[src/rtl/gpio_irq_pkg.sv]
package gpio_irq_pkg;

  localparam logic [7:0] OFS_OUT   = 8'h00;
  localparam logic [7:0] OFS_DIR   = 8'h04;
  localparam logic [7:0] OFS_PAD   = 8'h08;
  localparam logic [7:0] OFS_SNSLO = 8'h0C;
  localparam logic [7:0] OFS_SNSHI = 8'h10;
  localparam logic [7:0] OFS_EN    = 8'h14;
  localparam logic [7:0] OFS_FLAG  = 8'h18;
  localparam logic [7:0] OFS_ANY   = 8'h1C;

  typedef enum logic [1:0] {
    SNS_LOW  = 2'b00,
    SNS_HIGH = 2'b01,
    SNS_RISE = 2'b10,
    SNS_FALL = 2'b11
  } sns_e;

  // One pin's trigger decision from its configuration and two samples.
  function automatic logic pin_trigger(logic [1:0] code, logic any_edge,
                                       logic cur, logic prev);
    if (any_edge) return cur ^ prev;
    case (sns_e'(code))
      SNS_LOW:  return ~cur;
      SNS_HIGH: return cur;
      SNS_RISE: return cur & ~prev;
      default:  return ~cur & prev;
    endcase
  endfunction

  // Next status: clear bits first, then OR in the new events (set wins).
  function automatic logic [31:0] flag_next(logic [31:0] cur, logic [31:0] clr,
                                            logic [31:0] evt);
    return (cur & ~clr) | evt;
  endfunction

endpackage

[src/rtl/gpio_sync.sv]
module gpio_sync #(
  parameter int W      = 32,
  parameter int STAGES = 2
) (
  input  logic         clk,
  input  logic         rst_n,
  input  logic [W-1:0] d,
  output logic [W-1:0] q
);
  logic [W-1:0] stg [STAGES];

  always_ff @(posedge clk or negedge rst_n) begin
    if (!rst_n) begin
      for (int i = 0; i < STAGES; i++) stg[i] <= '0;
    end else begin
      stg[0] <= d;
      for (int i = 1; i < STAGES; i++) stg[i] <= stg[i-1];
    end
  end

  assign q = stg[STAGES-1];
endmodule

[src/rtl/gpio_detect.sv]
module gpio_detect
  import gpio_irq_pkg::*;
#(
  parameter int NPINS = 32
) (
  input  logic               clk,
  input  logic               rst_n,
  input  logic [NPINS-1:0]   lvl,
  input  logic [2*NPINS-1:0] sns_all,
  input  logic [NPINS-1:0]   any_edge,
  output logic [NPINS-1:0]   evt
);
  logic [NPINS-1:0] prev_q;

  always_ff @(posedge clk or negedge rst_n) begin
    if (!rst_n) prev_q <= '0;
    else        prev_q <= lvl;
  end

  for (genvar p = 0; p < NPINS; p++) begin : g_pin
    assign evt[p] = pin_trigger(sns_all[2*p +: 2], any_edge[p], lvl[p], prev_q[p]);
  end


  any_steady_chk: assert property (@(posedge clk) disable iff (!rst_n)
    ((evt & any_edge) & ~(lvl ^ prev_q)) == '0);
endmodule

[src/rtl/gpio_status.sv]
module gpio_status
  import gpio_irq_pkg::*;
#(
  parameter int NPINS = 32
) (
  input  logic             clk,
  input  logic             rst_n,
  input  logic [NPINS-1:0] set_evt,
  input  logic             clr_we,
  input  logic [NPINS-1:0] clr_bits,
  input  logic [NPINS-1:0] enable,
  output logic [NPINS-1:0] flag_q,
  output logic             irq_lo,
  output logic             irq_hi
);
  localparam int HALF = NPINS / 2;

  logic [NPINS-1:0] clr_eff;
  logic [NPINS-1:0] pending;

  assign clr_eff = clr_we ? clr_bits : '0;

  always_ff @(posedge clk or negedge rst_n) begin
    if (!rst_n) flag_q <= '0;
    else        flag_q <= flag_next(flag_q, clr_eff, set_evt);
  end

  assign pending = flag_q & enable;
  assign irq_lo  = |pending[HALF-1:0];
  assign irq_hi  = |pending[NPINS-1:HALF];


  set_wins_chk: assert property (@(posedge clk) disable iff (!rst_n)
    1'b1 |=> ((flag_q & $past(set_evt)) == $past(set_evt)));


  w1c_chk: assert property (@(posedge clk) disable iff (!rst_n)
    clr_we |=> ((flag_q & $past(clr_bits & ~set_evt)) == '0));


  hold_chk: assert property (@(posedge clk) disable iff (!rst_n)
    !clr_we |=> ((flag_q & $past(flag_q)) == $past(flag_q)));


  irq_lo_en_chk: assert property (@(posedge clk) disable iff (!rst_n)
    irq_lo |-> (|enable[HALF-1:0]));


  irq_hi_en_chk: assert property (@(posedge clk) disable iff (!rst_n)
    irq_hi |-> (|enable[NPINS-1:HALF]));
endmodule

[src/rtl/gpio_irq_port.sv]
module gpio_irq_port
  import gpio_irq_pkg::*;
#(
  parameter int NPINS       = 32,
  parameter int ADDR_W      = 8,
  parameter int SYNC_STAGES = 2
) (
  input  logic              clk,
  input  logic              rst_n,
  input  logic [ADDR_W-1:0] bus_addr,
  input  logic              bus_we,
  input  logic [NPINS-1:0]  bus_wdata,
  output logic [NPINS-1:0]  bus_rdata,
  input  logic [NPINS-1:0]  pad_in,
  output logic [NPINS-1:0]  pad_out,
  output logic [NPINS-1:0]  pad_oe,
  output logic              irq_lo,
  output logic              irq_hi
);
  logic [7:0]       ofs;
  logic [NPINS-1:0] out_q, dir_q, snslo_q, snshi_q, en_q, any_q;
  logic [NPINS-1:0] lvl_sync, evt, flag_q;
  logic             wr_flag, mapped;
  logic [NPINS-1:0] rd_mux;

  assign ofs = 8'(bus_addr);

  // Configuration registers
  always_ff @(posedge clk or negedge rst_n) begin
    if (!rst_n) begin
      out_q   <= '0;
      dir_q   <= '0;
      snslo_q <= '0;
      snshi_q <= '0;
      en_q    <= '0;
      any_q   <= '0;
    end else if (bus_we) begin
      case (ofs)
        OFS_OUT:   out_q   <= bus_wdata;
        OFS_DIR:   dir_q   <= bus_wdata;
        OFS_SNSLO: snslo_q <= bus_wdata;
        OFS_SNSHI: snshi_q <= bus_wdata;
        OFS_EN:    en_q    <= bus_wdata;
        OFS_ANY:   any_q   <= bus_wdata;
        default: ;
      endcase
    end
  end

  assign pad_out = out_q;
  assign pad_oe  = dir_q;
  assign wr_flag = bus_we && (ofs == OFS_FLAG);

  gpio_sync #(.W(NPINS), .STAGES(SYNC_STAGES)) u_sync (
    .clk(clk), .rst_n(rst_n), .d(pad_in), .q(lvl_sync)
  );

  gpio_detect #(.NPINS(NPINS)) u_detect (
    .clk(clk), .rst_n(rst_n), .lvl(lvl_sync),
    .sns_all({snshi_q, snslo_q}), .any_edge(any_q), .evt(evt)
  );

  gpio_status #(.NPINS(NPINS)) u_status (
    .clk(clk), .rst_n(rst_n), .set_evt(evt), .clr_we(wr_flag),
    .clr_bits(bus_wdata), .enable(en_q), .flag_q(flag_q),
    .irq_lo(irq_lo), .irq_hi(irq_hi)
  );

  // Read path
  always_comb begin
    mapped = 1'b1;
    case (ofs)
      OFS_OUT:   rd_mux = out_q;
      OFS_DIR:   rd_mux = dir_q;
      OFS_PAD:   rd_mux = lvl_sync;
      OFS_SNSLO: rd_mux = snslo_q;
      OFS_SNSHI: rd_mux = snshi_q;
      OFS_EN:    rd_mux = en_q;
      OFS_FLAG:  rd_mux = flag_q;
      OFS_ANY:   rd_mux = any_q;
      default: begin
        rd_mux = '0;
        mapped = 1'b0;
      end
    endcase
  end

  always_ff @(posedge clk or negedge rst_n) begin
    if (!rst_n) bus_rdata <= '0;
    else        bus_rdata <= rd_mux;
  end


  dir_stable_chk: assert property (@(posedge clk) disable iff (!rst_n)
    !(bus_we && ofs == OFS_DIR) |=> $stable(pad_oe));


  unmapped_zero_chk: assert property (@(posedge clk) disable iff (!rst_n)
    !mapped |=> (bus_rdata == '0));
endmodule

[config.mk]
export PLATFORM = sky130hd
export DESIGN_NAME = gpio_irq_port
export DESIGN_NICKNAME = d
export VERILOG_FILES = /design/src/rtl/gpio_irq_pkg.sv /design/src/rtl/gpio_sync.sv /design/src/rtl/gpio_detect.sv /design/src/rtl/gpio_status.sv /design/src/rtl/gpio_irq_port.sv
export SDC_FILE = /design/constraint.sdc
export NUM_CORES = 1
export LEC_CHECK = 0
export ABC_CLOCK_PERIOD_IN_PS = 1500
export CAP_MARGIN = 20
export CORE_ASPECT_RATIO = 0.5
export CORE_MARGIN = 4
export CORE_UTILIZATION = 30
export DETAILED_ROUTE_END_ITERATION = 12
export DONT_BUFFER_PORTS = 1
export GPL_TIMING_DRIVEN = 0
export PLACE_DENSITY = 0.42
export RECOVER_POWER = 100
export SYNTH_ARGS = -nofsm -noshare
export SYNTH_HDL_FRONTEND = slang
export SYNTH_HIERARCHICAL = 1
export SYNTH_SLANG_ARGS = --single-unit
[constraint.sdc]
create_clock -name clk -period 1.5 [get_ports clk]
set_input_delay 0.15 -clock clk [delete_from_list [all_inputs] [get_ports clk]]
set_output_delay 0.15 -clock clk [all_outputs]
set_load 0.01 [all_outputs]
Word level (Yosys, flattened, before mapping)

Cells that the tools add are included.

Bits in registers: 352
Bits of input ports: 75

Bitwise gates (word level): 164
Reduce and logical (&&, ||, !) cells: 42
Muxes and demuxes: 130
Equality and inequality tests: 71

Operators by type and width:

| cell                                                                   | number |
|---|---|
| 32-bit one-hot mux with 8 select lines                                 | 1 |
| 1-bit two-way mux                                                      | 96 |
| 1-bit one-hot mux with 3 select lines                                  | 32 |
| 1-bit bitwise AND                                                      | 64 |
| 32-bit bitwise AND                                                     | 2 |
| 2-bit by 1-bit equality test with 1-bit output (second input constant) | 32 |
| 2-bit equality test (second input constant)                            | 32 |
| 2-bit zero test                                                        | 32 |
| 1-bit NOT                                                              | 64 |
| 8-bit by 5-bit equality test with 1-bit output (second input constant) | 4 |
| 32-bit two-way mux                                                     | 1 |
| 32-bit NOT                                                             | 1 |
| 32-bit OR                                                              | 1 |
| 16-bit OR reduction                                                    | 2 |
| 1-bit XOR                                                              | 32 |
| 8-bit by 4-bit equality test with 1-bit output (second input constant) | 2 |
| 2-bit AND reduction                                                    | 6 |
| 8-bit by 3-bit equality test with 1-bit output (second input constant) | 1 |
| 8-bit zero test                                                        | 1 |
| 1-bit logical AND                                                      | 1 |

Depth between registers and ports, before layout

Depth in word-level cells: 6
Depth in mapped cells: 9
Depth with buffers taken out: 6

Modules after synthesis

Netlist, hierarchy kept.

Modules (own cells, without submodules):

| module        | instances | area each (um2) | cells each |
|---|---|---|---|
| gpio_irq_port | 1         | 9889.5          | 683 |
| gpio_detect   | 1         | 3126.7          | 351 |
| gpio_sync     | 1         | 1841.8          | 96 |
| gpio_status   | 1         | 1385.1          | 117 |

Least setup slack after synthesis

Ideal clock, no wire load.

Path kind: input to register
Start point: input port bus_addr[4]
End point: register u_status.flag_q[0]
Arrival time: 1.841 ns
Slack: -0.459 ns
Cell stages on the path: 9
Path buffers: 4
Cells stage by stage: buf_2 -> nor4b_2 -> and3_1 -> clkbuf_1 -> clkbuf_1 -> and2_1 -> buf_6 -> nand2_1 -> a21o_1

Word-level cells in the longest chain between the ends: 6

RTL lines:

| item                                           | RTL line            | text |
|---|---|---|
| from (decl)                                    | gpio_irq_port.sv:10 | `input logic [ADDR_W-1:0] bus_addr,` |
| 8-bit by 5-bit equality test with 1-bit output | -                   |  |
| 1-bit logical AND                              | gpio_irq_port.sv:52 | `assign wr_flag = bus_we && (ofs == OFS_FLAG);` |
| net wr_flag                                    | gpio_irq_port.sv:23 | `logic wr_flag, mapped;` |
| 32-bit two-way mux                             | gpio_status.sv:21   | `assign clr_eff = clr_we ? clr_bits : '0;` |
| 32-bit NOT                                     | gpio_irq_pkg.sv:34  | `return (cur & ~clr) \| evt;` |
| 32-bit bitwise AND                             | gpio_irq_pkg.sv:34  |  |
| 32-bit OR                                      | gpio_irq_pkg.sv:34  |  |
| to (signal assigned)                           | gpio_status.sv:25   | `else flag_q <= flag_next(flag_q, clr_eff, set_evt);` |
| to (decl)                                      | gpio_status.sv:12   | `output logic [NPINS-1:0] flag_q,` |

The timed path passes the listed nets, and every way through them passes these cells.
A chain may end at the register's enable or synchronous reset.

Worst setup path in the final report

Start point: register u_status.flag_q[16]
End point: output port irq_hi

Word-level cells in the longest chain between the ends: 2

RTL lines:

| item                | RTL line            | text |
|---|---|---|
| 32-bit bitwise AND  | gpio_status.sv:28   | `assign pending = flag_q & enable;` |
| 16-bit OR reduction | gpio_status.sv:30   | `assign irq_hi = \|pending[NPINS-1:HALF];` |
| to (decl)           | gpio_irq_port.sv:18 | `output logic irq_hi` |

Every way passes these cells.

==> run summary <==
Initial DRC count -> 698
Rows -> 59
Least-Margin Pin Slew -> 1.11 ns
Commonest non-fill, non-tap cell in the layout -> dfrtp_1
IO buf count -> 0
Pwr dens -> 1160 nW/µm²
Clk slew on worst S/H paths -> 0.06 ns
Reg-to-Reg End -> u_status/flag_q[14]
Distinct cells, synth -> 40
Worst VDD drop -> 0.631 mV
Crit path max fanout -> 2
CP Capture Point -> irq_hi
YS warnings -> 6
CP Capture Type -> primary output
Failing checks -> negative hold slack, negative setup slack
Overall Power -> 22.3 mW
Crit start category -> flip-flop
Vias/cell -> 5.07
TritonCTS clock tree -> done
Most frequent cells in the layout -> 350 x dfrtp_1, 203 x mux2_2, 95 x inv_1, 70 x dlygate4sd3_1, 66 x nand2_1
Max-cap viol count -> 0
Filler cells -> 5085
Die area -> 58200 µm²
Main flop type after synthesis -> dfrtp_1
# H-tree levels -> 2
Number of buffers created by CTS -> 38
R2R Setup Slk -> -0.13 ns
Post-synth EDFFs -> 0
DRC -> 0
Crit Path Class -> reg -> out
Setup ws final -> -0.486 ns
Logic gate share of total power -> 7.0%
Non-Filler Instances -> 2095
Async SR Flop Fraction -> 100%
CP arrival -> 1.84 ns
First-pass GRT wire length -> 78500 µm
Layout Area Growth over Synthesis -> 18.6%
Layout Nets -> 1503
Post-synth top area share -> 54.2%
Placer Congestion -> 0.822
DRT Pass-1 Iters -> 5
Lkg Pwr -> 8.82 nW
Sequential share of power -> 46.4%
Hold WC Path Type -> in -> async
Internal power -> 16.9 mW
Reg2reg start -> u_sync/q[14]
Clock sinks -> 352
Worst Reg-to-Reg Cells -> 7
Detailed-route via count -> 10600
WL final -> 53800 µm
Clock root buffer -> clkbuf_16
FF+latch count, synth -> 352
CP Data Required Time -> 1.35 ns
Post-CTS Hold Buffers -> 70
Unrepaired setup endpoints after global routing -> yes
Sw Ratio -> 24.1%
Placed Cells -> 1950
Tcrit/Tclk final -> 132%
Largest net degree at the start of global routing -> 353
Post-Synthesis Cells -> 1247
Hold slack -> -0.677 ns
Post-route ant nets -> 0
Share of layout cells above drive strength 1 -> 24.6%
Net Switching -> 5.37 mW
Clk network pwr share -> 46.6%
Final Hold Fails -> 352
Total GRT Usage -> 18.3%
Initial Utilization -> 30.8%
Antenna diodes -> 0
CP Launch Point -> u_status/flag_q[16]
Worst skew pair latency -> 0.53 ns
Avg WL per Cell -> 25.7 µm
Top cells by area, synth -> dfrtp_1 54%, mux2_2 15%, ha_1 4.9%, mux2i_1 3.9%, a22oi_1 2.9%
Synth Cell Area -> 16200 µm²
Syn avg cell area -> 13.0 µm²
Ports -> 173
Core Area -> 52800 µm²
Largest area contributor in the netlist -> dfrtp_1
Vias in the first global route -> 11300
Fmax -> 503 MHz
Initial antenna violation count -> 1
Total congestion overflow -> 0
Die height -> 173 µm
Max Root-Sink Buffers -> 3
Seq/Total Area, Yosys -> 54.2%
Dpl hpwl -> 37300 µm
Worst Skew -> 0.0130 ns
Outcome -> finished with violations
Fin crit period -> 1.99 ns
# setup viols final -> 238
Die X -> 337 µm
Final Slew Violations -> 0
Synthesized Nets -> 1386
Relative slew slack -> 26.2%
-- registers in the layout, indices dropped and copies added (netlist names) --
register,cells
u_status/flag_q,32
pad_out,32
en_q,32
u_detect/prev_q,32
snshi_q,32
u_sync/q,32
any_q,32
pad_oe,32
u_sync/stg,32
snslo_q,32
bus_rdata,32
-- how the worst min path moves through the flow --
stage / endpoint / depth (start not counted)
floorplan: any_q[0] / 0
global placement: u_sync/stg[58] / 0
detailed placement: u_sync/q[24] / 0
CTS: u_sync/stg[56] / 0
global route: u_sync/stg[58] / 0
finish: u_sync/stg[58] / 0
-- per-stage QoR --
step / instance area (µm²) / TNS [ns] / utilization, % / worst slack, ns / hold WS [ns]
detailed placement: 17300 / -111.93 / 32.7 / -0.722 / -0.135
global route: 19300 / -64.82 / 36.5 / -0.478 / -0.710
CTS: 19400 / -0.967 / 36.8 / -0.509 / -0.721
global placement: 17200 / -108.64 / 32.7 / -0.692 / -0.128
finish: 19300 / -52.69 / 36.5 / -0.486 / -0.677
floorplan: 16400 / -9.16 / - / -0.184 / -0.146
-- power by group through the flow --
stage	clock network, mW	logic [mW]	registers, mW
after detailed placement	0	1.36	10.5
after global routing	11.1	1.71	10.4
final	10.4	1.56	10.3
after global placement	0	1.31	10.5
after floorplan	0	1.04	10.3
after CTS	10.7	1.61	10.3
-- critical path: stages, from the launching register on --
cell	delay [ns]
dfrtp_2	0.43
a22o_1	0.28
a221oi_2	0.30
nand4_1	0.29
-- area by class of cell --
cell class              instances  area (µm²)  area share [%]
flip-flops and latches        352        8810            45.7
multi-input cells             712        6620            34.3
clock buffers                  55        1190            6.17
well taps                     701         877            4.55
repair buffers                 78         779            4.04
plain buffers                  87         443            2.30
inverters                      95         357            1.85
clock inverters                15         198            1.03
-- what timing repair did --
| action | 4_1_cts | 5_1_grt |
|---|---|---|
| endpoints found under the setup margin | 24 | 104 |
| hold endpoints to repair | 609 | 352 |
| pin swaps | 3 | 3 |
| setup buffers | 5 | 0 |
| gates resized for setup | 7 | 33 |
-- layer usage --
layer	global-route usage [%]	wire length [µm]
met2	29.2	25100
met5	0	13
met3	3.11	2350
met1	25.3	24500
met4	6.19	1920
-- Yosys cell counts, types with 3 or more instances --
cell type / instances
a211o_1: 3
a21o_1: 32
a21oi_1: 31
a221o_1: 28
a221oi_1: 3
a221oi_2: 6
a22o_1: 8
a22oi_1: 63
and2_1: 5
buf_1: 4
buf_2: 8
buf_4: 35
buf_6: 6
clkbuf_1: 35
dfrtp_1: 352
ha_1: 64
inv_1: 95
mux2_1: 11
mux2_2: 212
mux2i_1: 63
nand2_1: 66
nand4_1: 3
nor2b_1: 3
o22ai_1: 31
o2bb2ai_1: 31
xnor2_1: 31
-- cells by family (layout without fill, tap and decap cells) --
logic type | count (synthesis) | after routing | synth area share [%]
XOR/XNOR | 31 | 31 | 1.67
buffers and inverters | 183 | 330 | 5.38
AND/OR/NAND/NOR | 92 | 92 | 2.83
multiplexers | 288 | 288 | 19.6
flip-flops | 352 | 352 | 54.2
AO/OA/AOI/OAI | 237 | 237 | 11.3
adder cells (fa/ha/maj) | 64 | 64 | 4.93
Note: power is estimated with default switching activity, not from simulation.
